**src/rtl/pae_walk_pkg.sv**
```systemverilog
package pae_walk_pkg;
    localparam int LA_W   = 32;
    localparam int PA_W   = 36;
    localparam int ENT_W  = 64;
    localparam int PG_SH  = 12;
    localparam int FN_W   = PA_W - PG_SH;
    localparam int HI_W   = PA_W - LA_W;

    typedef enum logic [2:0] {
        W_IDLE, W_PTR, W_DIR, W_TBL, W_DONE
    } walk_state_e;

    typedef enum logic [1:0] {
        LVL_PTR = 2'd0, LVL_DIR = 2'd1, LVL_TBL = 2'd2
    } walk_lvl_e;

    typedef enum logic [1:0] {
        PG_4K = 2'd0, PG_2M = 2'd1, PG_4M = 2'd2
    } pg_size_e;
endpackage

```
**src/rtl/pw_entry_addr.sv**
```systemverilog
module pw_entry_addr
    import pae_walk_pkg::*;
(
    input  walk_state_e          st,
    input  logic                 ext,
    input  logic [LA_W-1:0]      lin,
    input  logic [LA_W-1:0]      cr3,
    input  logic [FN_W-1:0]      base_fn,
    output logic [PA_W-1:0]      addr
);
    always_comb begin
        case (st)
            W_PTR:   addr = {{HI_W{1'b0}}, cr3[31:5], lin[31:30], 3'b000};
            W_DIR:   addr = ext ? {base_fn, lin[29:21], 3'b000}
                                : {{HI_W{1'b0}}, cr3[31:12], lin[31:22], 2'b00};
            W_TBL:   addr = ext ? {base_fn, lin[20:12], 3'b000}
                                : {base_fn, lin[21:12], 2'b00};
            default: addr = '0;
        endcase
    end
endmodule

```
**src/rtl/pw_leaf_compose.sv**
```systemverilog
module pw_leaf_compose
    import pae_walk_pkg::*;
(
    input  logic                 ext,
    input  logic                 at_tbl,
    input  logic [ENT_W-1:0]     ent,
    input  logic [LA_W-1:0]      lin,
    output logic [PA_W-1:0]      paddr,
    output pg_size_e             size
);
    always_comb begin
        if (at_tbl) begin
            paddr = {ent[PA_W-1:12], lin[11:0]};
            size  = PG_4K;
        end else if (ext) begin
            paddr = {ent[PA_W-1:21], lin[20:0]};
            size  = PG_2M;
        end else begin
            paddr = {ent[PA_W-1:22], lin[21:0]};
            size  = PG_4M;
        end
    end
endmodule

```
**src/rtl/pae_walker.sv**
```systemverilog
module pae_walker
    import pae_walk_pkg::*;
#(
    parameter int EXT_BIT = 5,
    parameter int LPG_BIT = 4,
    parameter int PS_BIT  = 7,
    parameter int P_BIT   = 0
) (
    input  logic              clk,
    input  logic              rst_n,
    input  logic              req_valid,
    output logic              req_ready,
    input  logic [31:0]       req_lin,
    input  logic [31:0]       req_cr3,
    input  logic [31:0]       req_cr4,
    output logic              mem_req,
    output logic [35:0]       mem_addr,
    input  logic              mem_rvalid,
    input  logic [63:0]       mem_rdata,
    output logic              rsp_valid,
    input  logic              rsp_ready,
    output logic [35:0]       rsp_paddr,
    output logic [1:0]        rsp_page_size,
    output logic              rsp_fault,
    output logic [1:0]        rsp_fault_level
);
    localparam int HALF_W = ENT_W / 2;

    walk_state_e        state_q, state_d;
    logic [LA_W-1:0]    lin_q, cr3_q;
    logic               pae_q, pse_q;
    logic [FN_W-1:0]    base_q;
    logic [PA_W-1:0]    paddr_q;
    pg_size_e           size_q;
    logic               fault_q;
    walk_lvl_e          lvl_q;

    logic [ENT_W-1:0]   ent_n;
    logic               present, large_leaf, in_fetch, take_req;
    logic [PA_W-1:0]    leaf_paddr, addr_w;
    pg_size_e           leaf_size;
    walk_lvl_e          cur_lvl;

    // legacy entries are 32 bits wide: drop the upper half
    assign ent_n      = pae_q ? mem_rdata : {{HALF_W{1'b0}}, mem_rdata[HALF_W-1:0]};
    assign present    = ent_n[P_BIT];
    assign large_leaf = (state_q == W_DIR) && ent_n[PS_BIT] && (pae_q || pse_q);
    assign in_fetch   = (state_q == W_PTR) || (state_q == W_DIR) || (state_q == W_TBL);
    assign take_req   = (state_q == W_IDLE) && req_valid;

    always_comb begin
        case (state_q)
            W_PTR:   cur_lvl = LVL_PTR;
            W_DIR:   cur_lvl = LVL_DIR;
            default: cur_lvl = LVL_TBL;
        endcase
    end

    pw_entry_addr u_addr (
        .st      (state_q),
        .ext     (pae_q),
        .lin     (lin_q),
        .cr3     (cr3_q),
        .base_fn (base_q),
        .addr    (addr_w)
    );

    pw_leaf_compose u_leaf (
        .ext     (pae_q),
        .at_tbl  (state_q == W_TBL),
        .ent     (ent_n),
        .lin     (lin_q),
        .paddr   (leaf_paddr),
        .size    (leaf_size)
    );

    // next state
    always_comb begin
        state_d = state_q;
        unique case (state_q)
            W_IDLE: if (req_valid)  state_d = req_cr4[EXT_BIT] ? W_PTR : W_DIR;
            W_PTR:  if (mem_rvalid) state_d = present ? W_DIR : W_DONE;
            W_DIR:  if (mem_rvalid) state_d = (!present || large_leaf) ? W_DONE : W_TBL;
            W_TBL:  if (mem_rvalid) state_d = W_DONE;
            W_DONE: if (rsp_ready)  state_d = W_IDLE;
            default:                state_d = W_IDLE;
        endcase
    end

    // state register
    always_ff @(posedge clk) begin
        if (!rst_n) state_q <= W_IDLE;
        else        state_q <= state_d;
    end

    // walk context and result registers
    always_ff @(posedge clk) begin
        if (!rst_n) begin
            lin_q   <= '0;
            cr3_q   <= '0;
            pae_q   <= 1'b0;
            pse_q   <= 1'b0;
            base_q  <= '0;
            paddr_q <= '0;
            size_q  <= PG_4K;
            fault_q <= 1'b0;
            lvl_q   <= LVL_PTR;
        end else if (take_req) begin
            lin_q   <= req_lin;
            cr3_q   <= req_cr3;
            pae_q   <= req_cr4[EXT_BIT];
            pse_q   <= req_cr4[LPG_BIT];
            fault_q <= 1'b0;
            lvl_q   <= LVL_PTR;
        end else if (in_fetch && mem_rvalid) begin
            base_q <= ent_n[PA_W-1:PG_SH];
            if (!present) begin
                fault_q <= 1'b1;
                lvl_q   <= cur_lvl;
                paddr_q <= '0;
                size_q  <= PG_4K;
            end else if ((state_q == W_TBL) || large_leaf) begin
                paddr_q <= leaf_paddr;
                size_q  <= leaf_size;
            end
        end
    end

    // outputs
    always_comb begin
        req_ready       = (state_q == W_IDLE);
        mem_req         = in_fetch;
        mem_addr        = addr_w;
        rsp_valid       = (state_q == W_DONE);
        rsp_paddr       = paddr_q;
        rsp_page_size   = size_q;
        rsp_fault       = fault_q;
        rsp_fault_level = lvl_q;
    end
endmodule

```
**config.mk**
```make
export PLATFORM = sky130hd
export DESIGN_NAME = pae_walker
export DESIGN_NICKNAME = d
export VERILOG_FILES = /design/src/rtl/pae_walk_pkg.sv /design/src/rtl/pw_entry_addr.sv /design/src/rtl/pw_leaf_compose.sv /design/src/rtl/pae_walker.sv
export SDC_FILE = /design/constraint.sdc
export NUM_CORES = 1
export LEC_CHECK = 0
export BUFFER_PORTS_ARGS = -buffer_cell sky130_fd_sc_hd__buf_2
export CELL_PAD_IN_SITES_DETAIL_PLACEMENT = 0
export CELL_PAD_IN_SITES_GLOBAL_PLACEMENT = 1
export CORE_MARGIN = 2
export CORE_UTILIZATION = 33
export CTS_BUF_LIST = sky130_fd_sc_hd__clkbuf_2
export CTS_CLUSTER_SIZE = 14
export DETAILED_ROUTE_END_ITERATION = 8
export PLACE_DENSITY_LB_ADDON = 0.25
export SKIP_LAST_GASP = 1
export SYNTH_ARGS = -nofsm -noshare
export SYNTH_HDL_FRONTEND = slang
export SYNTH_HIERARCHICAL = 1
export SYNTH_SLANG_ARGS = --single-unit
```
**constraint.sdc**
```tcl
create_clock -name clk -period 1.8 [get_ports clk]
set_clock_uncertainty 0.05 [all_clocks]
set_input_delay 0.18 -clock clk [delete_from_list [all_inputs] [get_ports clk]]
set_output_delay 0.18 -clock clk [all_outputs]
set_load 0.05 [all_outputs]
```
**After elaboration in Yosys (flattened, before gate mapping)**

Cells that the tools add are included.

- Register bits: 134
- Input port bits: 165
- Output and inout port bits: 80
- Word-level logic and storage cells: 61

- Eq/ne operators: 10
- Muxes and demuxes: 22
- Bitwise gates (word level): 3
- Reduce and logical (&&, ||, !) cells: 16

Operators by type and width:

| operator | count |
|---|---|
| 36-bit 2-to-1 mux | 4 |
| 36-bit one-hot mux with 3 select lines | 1 |
| 22-bit 2-to-1 mux | 2 |
| 3-bit 2-to-1 mux | 7 |
| 3-bit one-hot mux with 5 select lines | 1 |
| 12-bit 2-to-1 mux | 1 |
| 2-bit 2-to-1 mux | 5 |
| 2-bit != test (second input constant) | 4 |
| 3-bit by 2-bit equality test with 1-bit output (second input constant) | 2 |
| 1-bit logical OR | 5 |
| 5-bit AND reduction | 1 |
| 1-bit logical AND | 4 |
| 2-bit by 1-bit != test with 1-bit output (second input constant) | 2 |
| 2-bit one-hot mux with 2 select lines | 1 |
| 2-bit AND reduction | 2 |
| 3-bit by 1-bit equality test with 1-bit output (second input constant) | 1 |
| 3-bit equality test (second input constant) | 1 |
| 3-bit zero test | 1 |
| 1-bit inverter | 3 |
| 3-bit AND reduction | 1 |
| 2-bit OR reduction | 1 |
| 1-bit zero test | 1 |

**Depth between registers and ports, before layout**

Gate-level depths: netlist of run 1.

- Word-level depth: 7
- Gate-level depth with buffers: 7
- Mapped depth without buffers: 6

**Cells and area by module**

Netlist of run 1, hierarchy kept.

Modules (own cells, without submodules):

| module | times used | cells an instance | area each (sq um) | sequential area each (sq um) |
|---|---|---|---|---|
| pae_walker | 1 | 649 | 5,317.6 | 2,682.6 |
| pw_entry_addr | 1 | 136 | 1,032.2 | 0.0 |
| pw_leaf_compose | 1 | 39 | 362.8 | 0.0 |

**Worst setup path before layout of run 1**

Ideal clock, no wire load.

- Path type: flip-flop to output port
- Start point: register state_q[1]
- End point: output mem_addr[32]
- Arrival: 1.989 ns
- Required time: 1.570 ns
- Path slack: -0.419 ns
- Cell stages (with the launch flop): 5
- Path buffers: 2
- Path through: dfxtp_1 -> nand2b_1 -> clkbuf_1 -> buf_2 -> nor3b_1

- Word-level cells in the longest chain between the ends: 2
- Elaborated cells between the ends (all ways): 4
- Those cells by class: 3 x eq/ne; 1 x mux

RTL lines:

| item | line | source |
|---|---|---|
| start: declaration | pae_walker.sv:29 | `walk_state_e state_q, state_d;` |
| start signal: assignment | pae_walker.sv:93 | `else state_q <= state_d;` |
| 3-bit by 2-bit equality test with 1-bit output / 3-bit by 1-bit equality test with 1-bit output (equally long branches) | pw_entry_addr.sv:12 | `case (st)` |
| 36-bit one-hot mux with 3 select lines (*) | pw_entry_addr.sv:12 |  |
| end: declaration | pae_walker.sv:17 | `output logic [35:0] mem_addr,` |

Every way passes the cells marked *; elsewhere a longest branch is shown, timed or not.

**Worst setup path in the final report of run 1**

- Start point: register pae_q
- End point: output mem_addr[10]

- Word-level cells in the longest chain between the ends: 2
- Elaborated cells between the ends (all ways): 3
- Those cells by class: 3 x mux

RTL lines:

| item | line | source |
|---|---|---|
| start: declaration | pae_walker.sv:31 | `logic pae_q, pse_q;` |
| start signal: assignment | pae_walker.sv:111 | `pae_q <= req_cr4[EXT_BIT];` |
| 12-bit 2-to-1 mux / 36-bit 2-to-1 mux (equally long branches) | pw_entry_addr.sv:16, pw_entry_addr.sv:14 |  |
| 36-bit one-hot mux with 3 select lines (*) | pw_entry_addr.sv:12 |  |

Marks and branches as above.

==> results.txt, run 1 <==
Post-route cell area: 0.0106 mm²
NumNets Final: 1220
Critical path data required time: 1.57 ns
Minimum clock period: 2.25 ns
Port Buffer Count: 169
TritonCTS sink count: 129
Finished Core Util: 0.565
Number of cells produced by synthesis: 774
Antenna Violating Nets Remaining: 0
Clock root buffer master: sky130_fd_sc_hd__clkbuf_2
Skew-Pair Late Insertion Delay: 0.69 ns
Pin count of the biggest net entering global routing: 76
Critical path's largest stage delay: 0.41 ns
Signed area change from the synthesized netlist to the final layout: 67.5%
Cell area after synthesis: 0.00635 mm²
Buffering stage count on the worst path with inverters included: 2
CORE AREA: 0.0188 mm²
Worst setup slack after layout: -0.452 ns
Hold crit path type: in2reg
Vias in the first global route: 6138
Antenna violations before repair: 2
Violations in the final reports: setup timing
Initial Utilization: 0.337
Worst path cell trace: buf_12 -> mux2i_1 -> a211o_1 -> o21ai_4 -> buf_6
Sum of internal, switching and leakage power: 0.00918 W
Residual DRC: 0
Filler instances: 1770
Category of the worst setup path capture point: output port
Unrepaired setup endpoints after global routing: yes
Clock tree from TritonCTS: done
Rows: 50
H-tree levels: 4
Setup crit start kind: flop
Leak Pwr: 4.21 nW
Register clock-pin slew on the reported worst setup and hold paths: 0.21 ns
Die outline area: 0.0204 mm²
Hold Slack: 0.181 ns
Max-capacitance violation count: 0
Kind of cell adding the most delay to the critical path: compound AO/OA/AOI/OAI gates
DR vias/cell: 5.04
Critical-path maximum fanout: 10
Cell Count, Final, Fillers Out: 1330
Final hold viol count: 0
Startpoint-to-endpoint class of the critical path: reg2out
Global route total overflow: 0
Cell area after placement: 0.00744 mm²
Slowest-stage cell, CP: sky130_fd_sc_hd__dfxtp_4
Synthesized area per cell: 8.21 µm²
Outcome: finished with violations
Number of DRC violations after detailed-routing iteration 0: 340
Die Y-Extent: 143 µm
CTS buffer count: 17
Highest achievable clock rate: 444 MHz
Maximum root-to-sink buffer count: 2
Share of the cycle needed by the critical path after routing: 1.25
Drt wl/cell: 19.2 µm
Count of placed standard cells including taps: 1135
Total vias in the final route: 6705
Gp weighted congestion: 0.790
IO Pins: 245
Total length of routed wires: 25600 µm
Number of warning messages in the yosys log: 6
First-pass detailed-route iteration total: 5
Final number of setup-violating endpoints: 137
Maximum vdd ir drop: 0.000430 V
Crit path DAT: 2.02 ns
Post-detailed-placement half-perimeter wirelength: 13200 µm
Global-route usage over all layers: 0.203
Slew Viols, Final: 0
Power Density: 863 mW/mm²
Floorplan die width: 143 µm
First-pass GRT wire length: 32200 µm
Share of cells above drive strength 1: 0.408
[final cells by class]
type                            instances  area (µm²)  share of cell area
Clock buffer                           18        90.1             0.00847
Sequential cell                       129        2600               0.244
Tap cell                              260         325              0.0306
Inverter                                2        7.51            0.000705
Multi-Input combinational cell        544        3890               0.365
Clock inverter                         14         123              0.0115
Antenna cell                            2        5.00            0.000470
Timing Repair Buffer                  361        3610               0.339
[state kept, by name (all words and copies together), names as in the netlist]
name / cells
cr3_q: 27
lin_q: 32
rsp_fault_level: 2
pse_q: 1
state_q: 3
base_q: 24
rsp_paddr: 36
rsp_fault: 1
pae_q: 1
rsp_page_size: 2
[power by group]
part,internal (W),total [W],switching (W)
clock network,0.000611,0.00174,0.00113
logic,0.00197,0.00412,0.00215
registers,0.00309,0.00331,0.000219
total,0.00568,0.00918,0.00350
[layout by cell type, fill, tap and decap left out, types with 3 or more instances in the layout]
cell type and instances:
sky130_fd_sc_hd__nand2_2 11, sky130_fd_sc_hd__a21boi_1 79, sky130_fd_sc_hd__o21ai_1 32, sky130_fd_sc_hd__dfxtp_1 125
sky130_fd_sc_hd__mux2i_2 9, sky130_fd_sc_hd__a21boi_0 3, sky130_fd_sc_hd__buf_12 25, sky130_fd_sc_hd__clkbuf_16 19
sky130_fd_sc_hd__buf_16 4, sky130_fd_sc_hd__buf_2 132, sky130_fd_sc_hd__nand3_1 44, sky130_fd_sc_hd__dfxtp_4 4
sky130_fd_sc_hd__dlygate4sd3_1 91, sky130_fd_sc_hd__o22ai_4 6, sky130_fd_sc_hd__clkbuf_2 18, sky130_fd_sc_hd__o22ai_2 13
sky130_fd_sc_hd__nor2b_1 6, sky130_fd_sc_hd__buf_6 59, sky130_fd_sc_hd__a22oi_2 7, sky130_fd_sc_hd__mux2i_1 29
sky130_fd_sc_hd__clkinv_2 8, sky130_fd_sc_hd__a21boi_2 3, sky130_fd_sc_hd__buf_8 7, sky130_fd_sc_hd__nor2_1 14
sky130_fd_sc_hd__mux2_4 9, sky130_fd_sc_hd__and2_1 5, sky130_fd_sc_hd__a22oi_1 14, sky130_fd_sc_hd__nand3_2 34
sky130_fd_sc_hd__buf_4 24, sky130_fd_sc_hd__o21ai_2 12, sky130_fd_sc_hd__nor2_4 3, sky130_fd_sc_hd__a21oi_1 3
sky130_fd_sc_hd__nand2_1 163, sky130_fd_sc_hd__o21ai_4 6, sky130_fd_sc_hd__a211o_1 9, sky130_fd_sc_hd__nor3b_4 4
[what timing repair did]
item,in CTS,in global routing
cloned,4,34
hold buffers,91,0
endpoints found under the setup margin,37,163
endpoints found under the hold margin,126,0
setup buffers,12,24
pin swaps,3,66
resized for setup,100,221
[path summary, 6_finish.rpt]
kind,cells after the start,startpoint,slack (ns),end
setup / recovery,5,pae_q$_SDFFE_PN0P_,-0.45,mem_addr[10]
hold / removal,4,req_cr3[16],0.18,cr3_q[16]$_SDFFE_PN0P_
setup reg to reg,9,pae_q$_SDFFE_PN0P_,-0.17,rsp_paddr[4]$_SDFFE_PN0P_
hold reg to reg,2,rsp_paddr[2]$_SDFFE_PN0P_,0.42,rsp_paddr[2]$_SDFFE_PN0P_
[per-stage QoR]
stage	setup WS, ns	TNS, ns
final	-0.452	-23.79
after global routing	-0.569	-36.22
after CTS	-0.507	-24.66
after detailed placement	0.0391	0
after global placement	0.0676	0
after floorplan	-0.419	-3.60
[layer usage]
metal  part of all wire  global-route usage
met5                  0                   0
met4             0.0092              0.0443
met3              0.054              0.0436
met2               0.48               0.346
met1               0.46               0.265
[worst reg2reg max path, delay by kind of cell, from the launching register on]
kind,cells,cell delay (ns)
flip-flops,1,0.41
buffers and inverters,6,0.86
AO/OA/AOI/OAI,3,0.57
Note: power is estimated with default switching activity, not from simulation.
==> run 2: changes to the inputs <==
--- a/config.mk
+++ b/config.mk
@@ -13,7 +13,7 @@
 export CTS_BUF_LIST = sky130_fd_sc_hd__clkbuf_2
 export CTS_CLUSTER_SIZE = 14
 export DETAILED_ROUTE_END_ITERATION = 8
-export PLACE_DENSITY_LB_ADDON = 0.25
+export PLACE_DENSITY_LB_ADDON = 0.1
 export SKIP_LAST_GASP = 1
 export SYNTH_ARGS = -nofsm -noshare
 export SYNTH_HDL_FRONTEND = slang
==> run 2 against run 1 <==
Against the previous run: the run still ends with setup timing left; sequential share of layout area increased by 1.4 points; critical path depth stayed put; flip-flop and latch count is the same; maximum frequency shrank 0.65%; critical endpoint is now mem_addr[4].
==> results.txt, run 2 (synthesis results as in run 1) <==
NumNets Final: 1196 (-2.0%)
Worst R2R Path Depth: 10 (+1)
Critical-path maximum fanout: 7 (-3)
First-pass detailed-route iteration total: 5 (unchanged)
Number of antenna repair diodes: 0 (-2)
Max-capacitance violation count: 0 (unchanged)
Number of DRC violations after detailed-routing iteration 0: 359 (+5.6%)
Outcome: finished with violations
Floorplan die width: 143 µm (unchanged)
Met2 wirelength from detailed routing: 11600 µm (-4.3%)
Register clock-pin slew on the reported worst setup and hold paths: 0.19 ns (-0.02 ns)
Gp weighted congestion: 0.806 (+2.1%)
Antenna Violating Nets Remaining: 0 (unchanged)
Share of cells above drive strength 1: 0.383 (-0.0255)
Reg-to-reg endpoint: rsp_paddr[15]$_SDFFE_PN0P_
Number of flip-flops in the largest register: 36 (unchanged)
Unrepaired setup endpoints after global routing: yes
CTS buffer count: 17 (unchanged)
Finished Core Util: 0.534 (-0.0314)
Signed area change from the synthesized netlist to the final layout: 58.2%
DR vias/cell: 5.01 (-0.55%)
Cell area after placement: 0.00741 mm² (-0.47%)
Highest achievable clock rate: 441 MHz (-0.65%)
Initial Utilization: 0.337 (unchanged)
Maximum root-to-sink buffer count: 2 (unchanged)
Post-route cell area: 0.0101 mm² (-5.5%)
Antenna violations before repair: 0 (-2)
Maximum vdd ir drop: 0.000376 V (-13%)
Minimum clock period: 2.27 ns (+0.0147 ns)
Total length of routed wires: 23700 µm (-7.6%)
Worst Max-Slew Pin Slew: 0.520 ns
Commonest non-fill, non-tap cells in the layout: sky130_fd_sc_hd__nand2_1 (170), sky130_fd_sc_hd__buf_2 (131), sky130_fd_sc_hd__dfxtp_1 (125)
Count of cells along the worst hold path: 4 (unchanged)
Skew-Pair Late Insertion Delay: 0.68 ns (about the same)
Category of the worst setup path capture point: output port
R2R Setup Slk: -0.33 ns (-0.16 ns)
Die Y-Extent: 143 µm (unchanged)
Met3 layer wire length in the routed design: 966 µm (-31%)
Net Sw Power: 0.00319 W (-8.9%)
First-pass GRT wire length: 32000 µm (-0.60%)
Clock root buffer master: sky130_fd_sc_hd__clkbuf_2
Uppermost routed layer: met4
Final number of setup-violating endpoints: 134 (-2.2%)
Final hold viol count: 0 (unchanged)
H-tree levels: 4 (unchanged)
TritonCTS sink count: 129 (unchanged)
Die outline area: 0.0204 mm² (unchanged)
RR Startpoint: pae_q$_SDFFE_PN0P_
CORE AREA: 0.0188 mm² (unchanged)
Worst setup slack after layout: -0.467 ns (-0.0147 ns)
Crit path DAT: 2.04 ns (+0.02 ns)
Clk pwr share: 0.180 (-0.010)
Worst hold endpoint: pse_q$_SDFFE_PN0P_
Relative contribution of combinational cells to total power: 0.419 (-0.030)
Total vias in the final route: 6518 (-2.8%)
Drt wl/cell: 18.2 µm (-5.4%)
Sum of internal, switching and leakage power: 0.00826 W (-10%)
Rows: 50 (unchanged)
Hold Slack: 0.195 ns (+0.0142 ns)
IO Pins: 245 (unchanged)
Leak Pwr: 3.93 nW (-6.8%)
Share of the cycle needed by the critical path after routing: 1.26 (+0.00819)
Post-detailed-placement half-perimeter wirelength: 13500 µm (+2.6%)
Pin count of the biggest net entering global routing: 117 (+54%)
Max_slew headroom: 0.654
Violations in the final reports: setup timing
Detailed-routing wirelength on met1: 10600 µm (-10%)
Cell Count, Final, Fillers Out: 1300 (-2.3%)
Most common cell after layout, fill and taps aside: sky130_fd_sc_hd__nand2_1
Residual DRC: 0 (unchanged)
Global-route usage over all layers: 0.205 (+0.00153)
Switching part of the total: 0.386 (+0.00489)
Critical path data required time: 1.57 ns (about the same)
Power Density: 821 mW/mm² (-4.8%)
Setup crit start kind: flop
Worst hold start: req_cr4[4]
Hold crit path type: in2reg
Count of placed standard cells including taps: 1132 (-0.26%)
Internal power consumption: 0.00506 W (-11%)
Filler instances: 1774 (+0.23%)
Vias in the first global route: 5940 (-3.2%)
Global route total overflow: 0 (unchanged)
Slew Viols, Final: 0 (unchanged)
Sequential fraction of design power: 0.401 (+0.040)
Startpoint-to-endpoint class of the critical path: reg2out
Clock tree from TritonCTS: done
Port Buffer Count: 169 (unchanged)
[run 2: worst max-delay path: stages, from the launching register on]
cell,delay [ns]
sky130_fd_sc_hd__dfxtp_4,0.50
sky130_fd_sc_hd__clkbuf_16,0.19
sky130_fd_sc_hd__mux2i_1,0.09
sky130_fd_sc_hd__a211o_1,0.33
sky130_fd_sc_hd__o21ai_4,0.08
sky130_fd_sc_hd__buf_8,0.17
[run 2: repair_timing]
action / in CTS / in global routing
gates cloned: 5 / 16
setup buffers: 12 / 18
endpoints found under the setup margin: 37 / 88
hold buffers: 92 / 0
gates resized for setup: 100 / 163
endpoints found under the hold margin: 122 / 0
pin swaps: 5 / 45
[run 2: layer usage]
layer | GRT usage | vias to the layer above
li1 | - | 3159
met1 | 0.261 | 3155
met2 | 0.349 | 175
met3 | 0.0436 | 29
met4 | 0.0584 | 0
met5 | 0 | -
[run 2: area by class of cell]
type,count,area (µm²),share of cell area
sequential,129,2600,0.258
clock inverter,10,73.8,0.00734
inverter,2,7.51,0.000747
timing repair buffer,336,3050,0.304
clock buffer,18,90.1,0.00896
multi-input combinational,545,3900,0.388
tap,260,325,0.0324
[run 2: per-stage QoR]
stage               setup WS, ns  setup TNS, ns
floorplan                 -0.419          -3.60
global placement          0.0236              0
detailed placement       -0.0226        -0.0226
CTS                       -0.495         -16.23
global route              -0.599         -44.08
finish                    -0.467         -32.77
[run 2: power by group through the flow]
stage                     sequential (W)  clock (W)  combinational, W
after floorplan                  0.00334          0           0.00163
after global placement           0.00333          0           0.00226
after detailed placement         0.00334          0           0.00229
after CTS                        0.00329    0.00156           0.00287
after global routing             0.00334    0.00170           0.00366
final                            0.00331    0.00149           0.00346
[run 2: worst max path at each step]
stage                       startpoint           end  slack, ns  depth (start not counted)
4_1_cts             pae_q$_SDFFE_PN0P_  mem_addr[15]      -0.49                          4
2_1_floorplan  state_q[1]$_SDFFE_PN0P_  mem_addr[32]      -0.42                          4
3_3_place_gp   state_q[0]$_SDFFE_PN0P_  mem_addr[14]       0.02                          4
3_5_place_dp   state_q[0]$_SDFFE_PN0P_  mem_addr[14]      -0.02                          4
5_1_grt             pae_q$_SDFFE_PN0P_   mem_addr[4]      -0.60                          5
6_report            pae_q$_SDFFE_PN0P_   mem_addr[4]      -0.47                          5
==> run 3: changes to the inputs <==
--- a/config.mk
+++ b/config.mk
@@ -9,13 +9,13 @@
 export CELL_PAD_IN_SITES_DETAIL_PLACEMENT = 0
 export CELL_PAD_IN_SITES_GLOBAL_PLACEMENT = 1
 export CORE_MARGIN = 2
-export CORE_UTILIZATION = 33
+export CORE_UTILIZATION = 32
 export CTS_BUF_LIST = sky130_fd_sc_hd__clkbuf_2
 export CTS_CLUSTER_SIZE = 14
 export DETAILED_ROUTE_END_ITERATION = 8
+export GPL_TIMING_DRIVEN = 0
 export PLACE_DENSITY_LB_ADDON = 0.1
 export SKIP_LAST_GASP = 1
 export SYNTH_ARGS = -nofsm -noshare
 export SYNTH_HDL_FRONTEND = slang
-export SYNTH_HIERARCHICAL = 1
 export SYNTH_SLANG_ARGS = --single-unit
==> run 3 against run 2 <==
Against the previous run: the flow still finishes with violations (setup timing); synthesized cell count fell by 12%; combinational power shrank 17%; non-clock buffer count increased by 32; routed wire length shrank 11%; critical endpoint is now mem_addr[17]; synthesized area fell by 10%; worst setup slack worse by 0.19 ns; largest power group is now sequential cells; sequential power is 3% lower; maximum frequency is 7.7% lower; hold slack worse by 0.023 ns; critical path depth is 2 higher; clock power increased by 65%.
==> results.txt, run 3 <==
Clock tree from TritonCTS: done
Slowest-stage cell, CP: sky130_fd_sc_hd__dfxtp_4
Skew-Pair Late Insertion Delay: 0.70 ns (+0.02 ns)
Antenna violations before repair: 1 (+1)
DR vias/cell: 4.85 (-3.3%)
Dominant cells by area after synthesis: sky130_fd_sc_hd__dfxtp_1 (45%), sky130_fd_sc_hd__nand2_1 (14%), sky130_fd_sc_hd__mux2i_1 (8.8%)
Maximum vdd ir drop: 0.000387 V (+2.8%)
TritonCTS sink count: 129 (unchanged)
Port Buffer Count: 168 (-0.59%)
Signed area change from the synthesized netlist to the final layout: 76.3%
Post-route cell area: 0.0101 mm² (about the same)
Cell with the most instances on the worst path: sky130_fd_sc_hd__buf_4
Net Sw Power: 0.00277 W (-13%)
Gp weighted congestion: 0.815 (+1.0%)
Power Density: 849 mW/mm² (+3.4%)
Residual DRC: 0 (unchanged)
Synth Flop Type: sky130_fd_sc_hd__dfxtp_1
First-pass GRT wire length: 30200 µm (-5.6%)
Most used standard cells in the synthesized netlist: sky130_fd_sc_hd__nand2_1 (209), sky130_fd_sc_hd__dfxtp_1 (129), sky130_fd_sc_hd__a21boi_0 (61)
Hold Slack: 0.172 ns (-0.0230 ns)
NumNets Final: 1174 (-1.8%)
CP startpoint: state_q[0]$_SDFFE_PN0P_
Number of cells produced by synthesis: 679 (-12%)
Relative contribution of combinational cells to total power: 0.335 (-0.084)
Internal power consumption: 0.00577 W (+14%)
Cell Count, Final, Fillers Out: 1248 (-4.0%)
Maximum root-to-sink buffer count: 2 (unchanged)
Worst path cell trace: buf_8 -> buf_4 -> mux2i_4 -> nor2_4 -> clkbuf_16 -> a22o_2 -> buf_4
Switching part of the total: 0.324 (-0.0622)
Critical path's largest stage delay: 0.41 ns (-0.09 ns)
Number of flip-flops in the largest register: 36 (unchanged)
Crit path DAT: 2.23 ns (+0.19 ns)
IO Pins: 245 (unchanged)
Total vias in the final route: 6051 (-7.2%)
Leak Pwr: 4.32 nW (+10%)
Vias in the first global route: 5739 (-3.4%)
Clock root buffer master: sky130_fd_sc_hd__clkbuf_2
FFs w/ async S/R, synth: 0
RR Startpoint: state_q[1]$_SDFFE_PN0P_
Die outline area: 0.0189 mm² (-7.2%)
Die Y-Extent: 138 µm (-3.7%)
Final number of setup-violating endpoints: 146 (+9.0%)
Setup WS pre-CTS: -0.756 ns (-0.734 ns)
Max-capacitance violation count: 0 (unchanged)
Commonest non-fill, non-tap cells in the layout: sky130_fd_sc_hd__nand2_1 (161), sky130_fd_sc_hd__buf_2 (134), sky130_fd_sc_hd__dfxtp_1 (125)
Category of the worst setup path capture point: output port
Total length of routed wires: 21100 µm (-11%)
Cell area after synthesis: 0.00571 mm² (-10%)
Drt wl/cell: 16.9 µm (-7.1%)
Synthesized area per cell: 8.40 µm² (+2.3%)
Outcome: finished with violations
Global-route usage over all layers: 0.209 (+0.00392)
Count of placed standard cells including taps: 1073 (-5.2%)
Hold crit path type: in2reg
Startpoint-to-endpoint class of the critical path: reg2out
Final hold viol count: 0 (unchanged)
Pin count of the biggest net entering global routing: 17 (-85%)
Cell with the most instances after synthesis: sky130_fd_sc_hd__nand2_1
Clk pwr share: 0.288 (+0.108)
Total of flip-flops plus latches after synthesis: 129
Violations in the final reports: setup timing
CTS buffer count: 17 (unchanged)
Share of cells above drive strength 1: 0.435 (+0.0527)
Register clock-pin slew on the reported worst setup and hold paths: 0.21 ns (+0.02 ns)
Number of DRC violations after detailed-routing iteration 0: 277 (-23%)
Critical-path maximum fanout: 6 (-1)
Count of flip-flops with a built-in enable after synthesis: 0
Highest achievable clock rate: 407 MHz (-7.7%)
Most area-hungry cell type in the Yosys netlist: sky130_fd_sc_hd__dfxtp_1
Setup crit start kind: flop
Cell area after placement: 0.00691 mm² (-6.7%)
First-pass detailed-route iteration total: 4 (-1)
Antenna Violating Nets Remaining: 0 (unchanged)
Max_slew headroom: 0.565 (-0.0881)
Count of different cell masters after synthesis: 37
Floorplan die width: 138 µm (-3.7%)
Minimum clock period: 2.46 ns (+0.190 ns)
Portion of the post-synthesis area used by sequential elements: 0.453
Unrepaired setup endpoints after global routing: yes
Post-detailed-placement half-perimeter wirelength: 14300 µm (+5.5%)
Critical path data required time: 1.57 ns (about the same)
Sequential fraction of design power: 0.377 (-0.024)
Global route total overflow: 0 (unchanged)
Worst setup slack after layout: -0.657 ns (-0.190 ns)
Worst hold start: req_lin[5]
CORE AREA: 0.0174 mm² (-7.8%)
Initial Utilization: 0.329 (-0.00876)
Worst Max-Slew Pin Slew: 0.652 ns (+0.132 ns)
H-tree levels: 4 (unchanged)
Synth top area share: 0.453
Rows: 48 (-4.0%)
Most common cell after layout, fill and taps aside: sky130_fd_sc_hd__nand2_1
Number of warning messages in the yosys log: 0 (-6)
Slew Viols, Final: 0 (unchanged)
Share of the cycle needed by the critical path after routing: 1.37 (+0.106)
==> run 3: power groups by stage <==
stage	registers [W]	logic [W]	clock network (W)
global route	0.00325	0.00304	0.00263
finish	0.00322	0.00286	0.00246
global placement	0.00324	0.00158	0
floorplan	0.00324	0.00109	0
detailed placement	0.00325	0.00160	0
CTS	0.00320	0.00209	0.00252
==> run 3: cell type report <==
| cell class | count | area [µm²] |
|---|---|---|
| Tap cell | 225 | 282 |
| Inverter | 3 | 11.3 |
| Timing Repair Buffer | 315 | 2720 |
| Multi-Input combinational cell | 490 | 3610 |
| Fill cell | 1623 | 7300 |
| Antenna cell | 1 | 2.50 |
| Clock inverter | 15 | 263 |
| Clock buffer | 17 | 85.1 |
| Buffer | 53 | 489 |
| Sequential cell | 129 | 2590 |
==> run 3: critical path: cells and delay by family (launching register included) <==
family                 cells  cell delay (ns)
buffers and inverters      4             0.63
DFF                        1             0.41
AOI/OAI and AO/OA          1             0.26
muxes                      1             0.16
and+or+nand+nor            1             0.10
==> run 3: worst paths after layout <==
kind                                                    to  slack (ns)  cells past startpoint
worst max-delay path                          mem_addr[17]       -0.66                      7
worst min-delay path                 lin_q[5]$_SDFFE_PN0P_        0.17                      4
worst max register to register  rsp_paddr[20]$_SDFFE_PN0P_       -0.25                     12
worst min register to register      cr3_q[14]$_SDFFE_PN0P_        0.41                      2
==> run 3: cell families (layout without fill, tap and decap cells) <==
| logic type | after synthesis | in the layout | share of synthesized area |
|---|---|---|---|
| compound gates | 152 | 152 | 0.194 |
| buf+inv | 62 | 403 | 0.0546 |
| flops | 129 | 129 | 0.453 |
| mux | 50 | 50 | 0.0877 |
| other cells | 1 | 3 | 0.000657 |
| simple gates | 285 | 286 | 0.211 |
==> run 3: metrics by stage <==
step | total power, W | util | setup TNS (ns)
global route | 0.00892 | 0.579 | -46.78
global placement | 0.00482 | 0.398 | -22.97
detailed placement | 0.00485 | 0.398 | -26.48
CTS | 0.00781 | 0.508 | -25.68
floorplan | 0.00433 | - | -1.00
finish | 0.00854 | 0.579 | -31.40
==> run 3: what timing repair did <==
action                                 CTS  global route
buffers inserted                        21            22
cloned                                   4            14
gates resized for setup                136           296
hold buffers                            91             0
setup endpoints to repair              139           156
endpoints found under the hold margin  119             0
pin swaps                               21           112
==> run 3: layer usage <==
layer | GRT usage | vias to the layer above | share of wire
met5 | 0 | - | 0
met4 | 0.0584 | 0 | 0.012
met3 | 0.0460 | 19 | 0.038
met2 | 0.346 | 134 | 0.50
met1 | 0.273 | 2912 | 0.45
li1 | - | 2986 | -
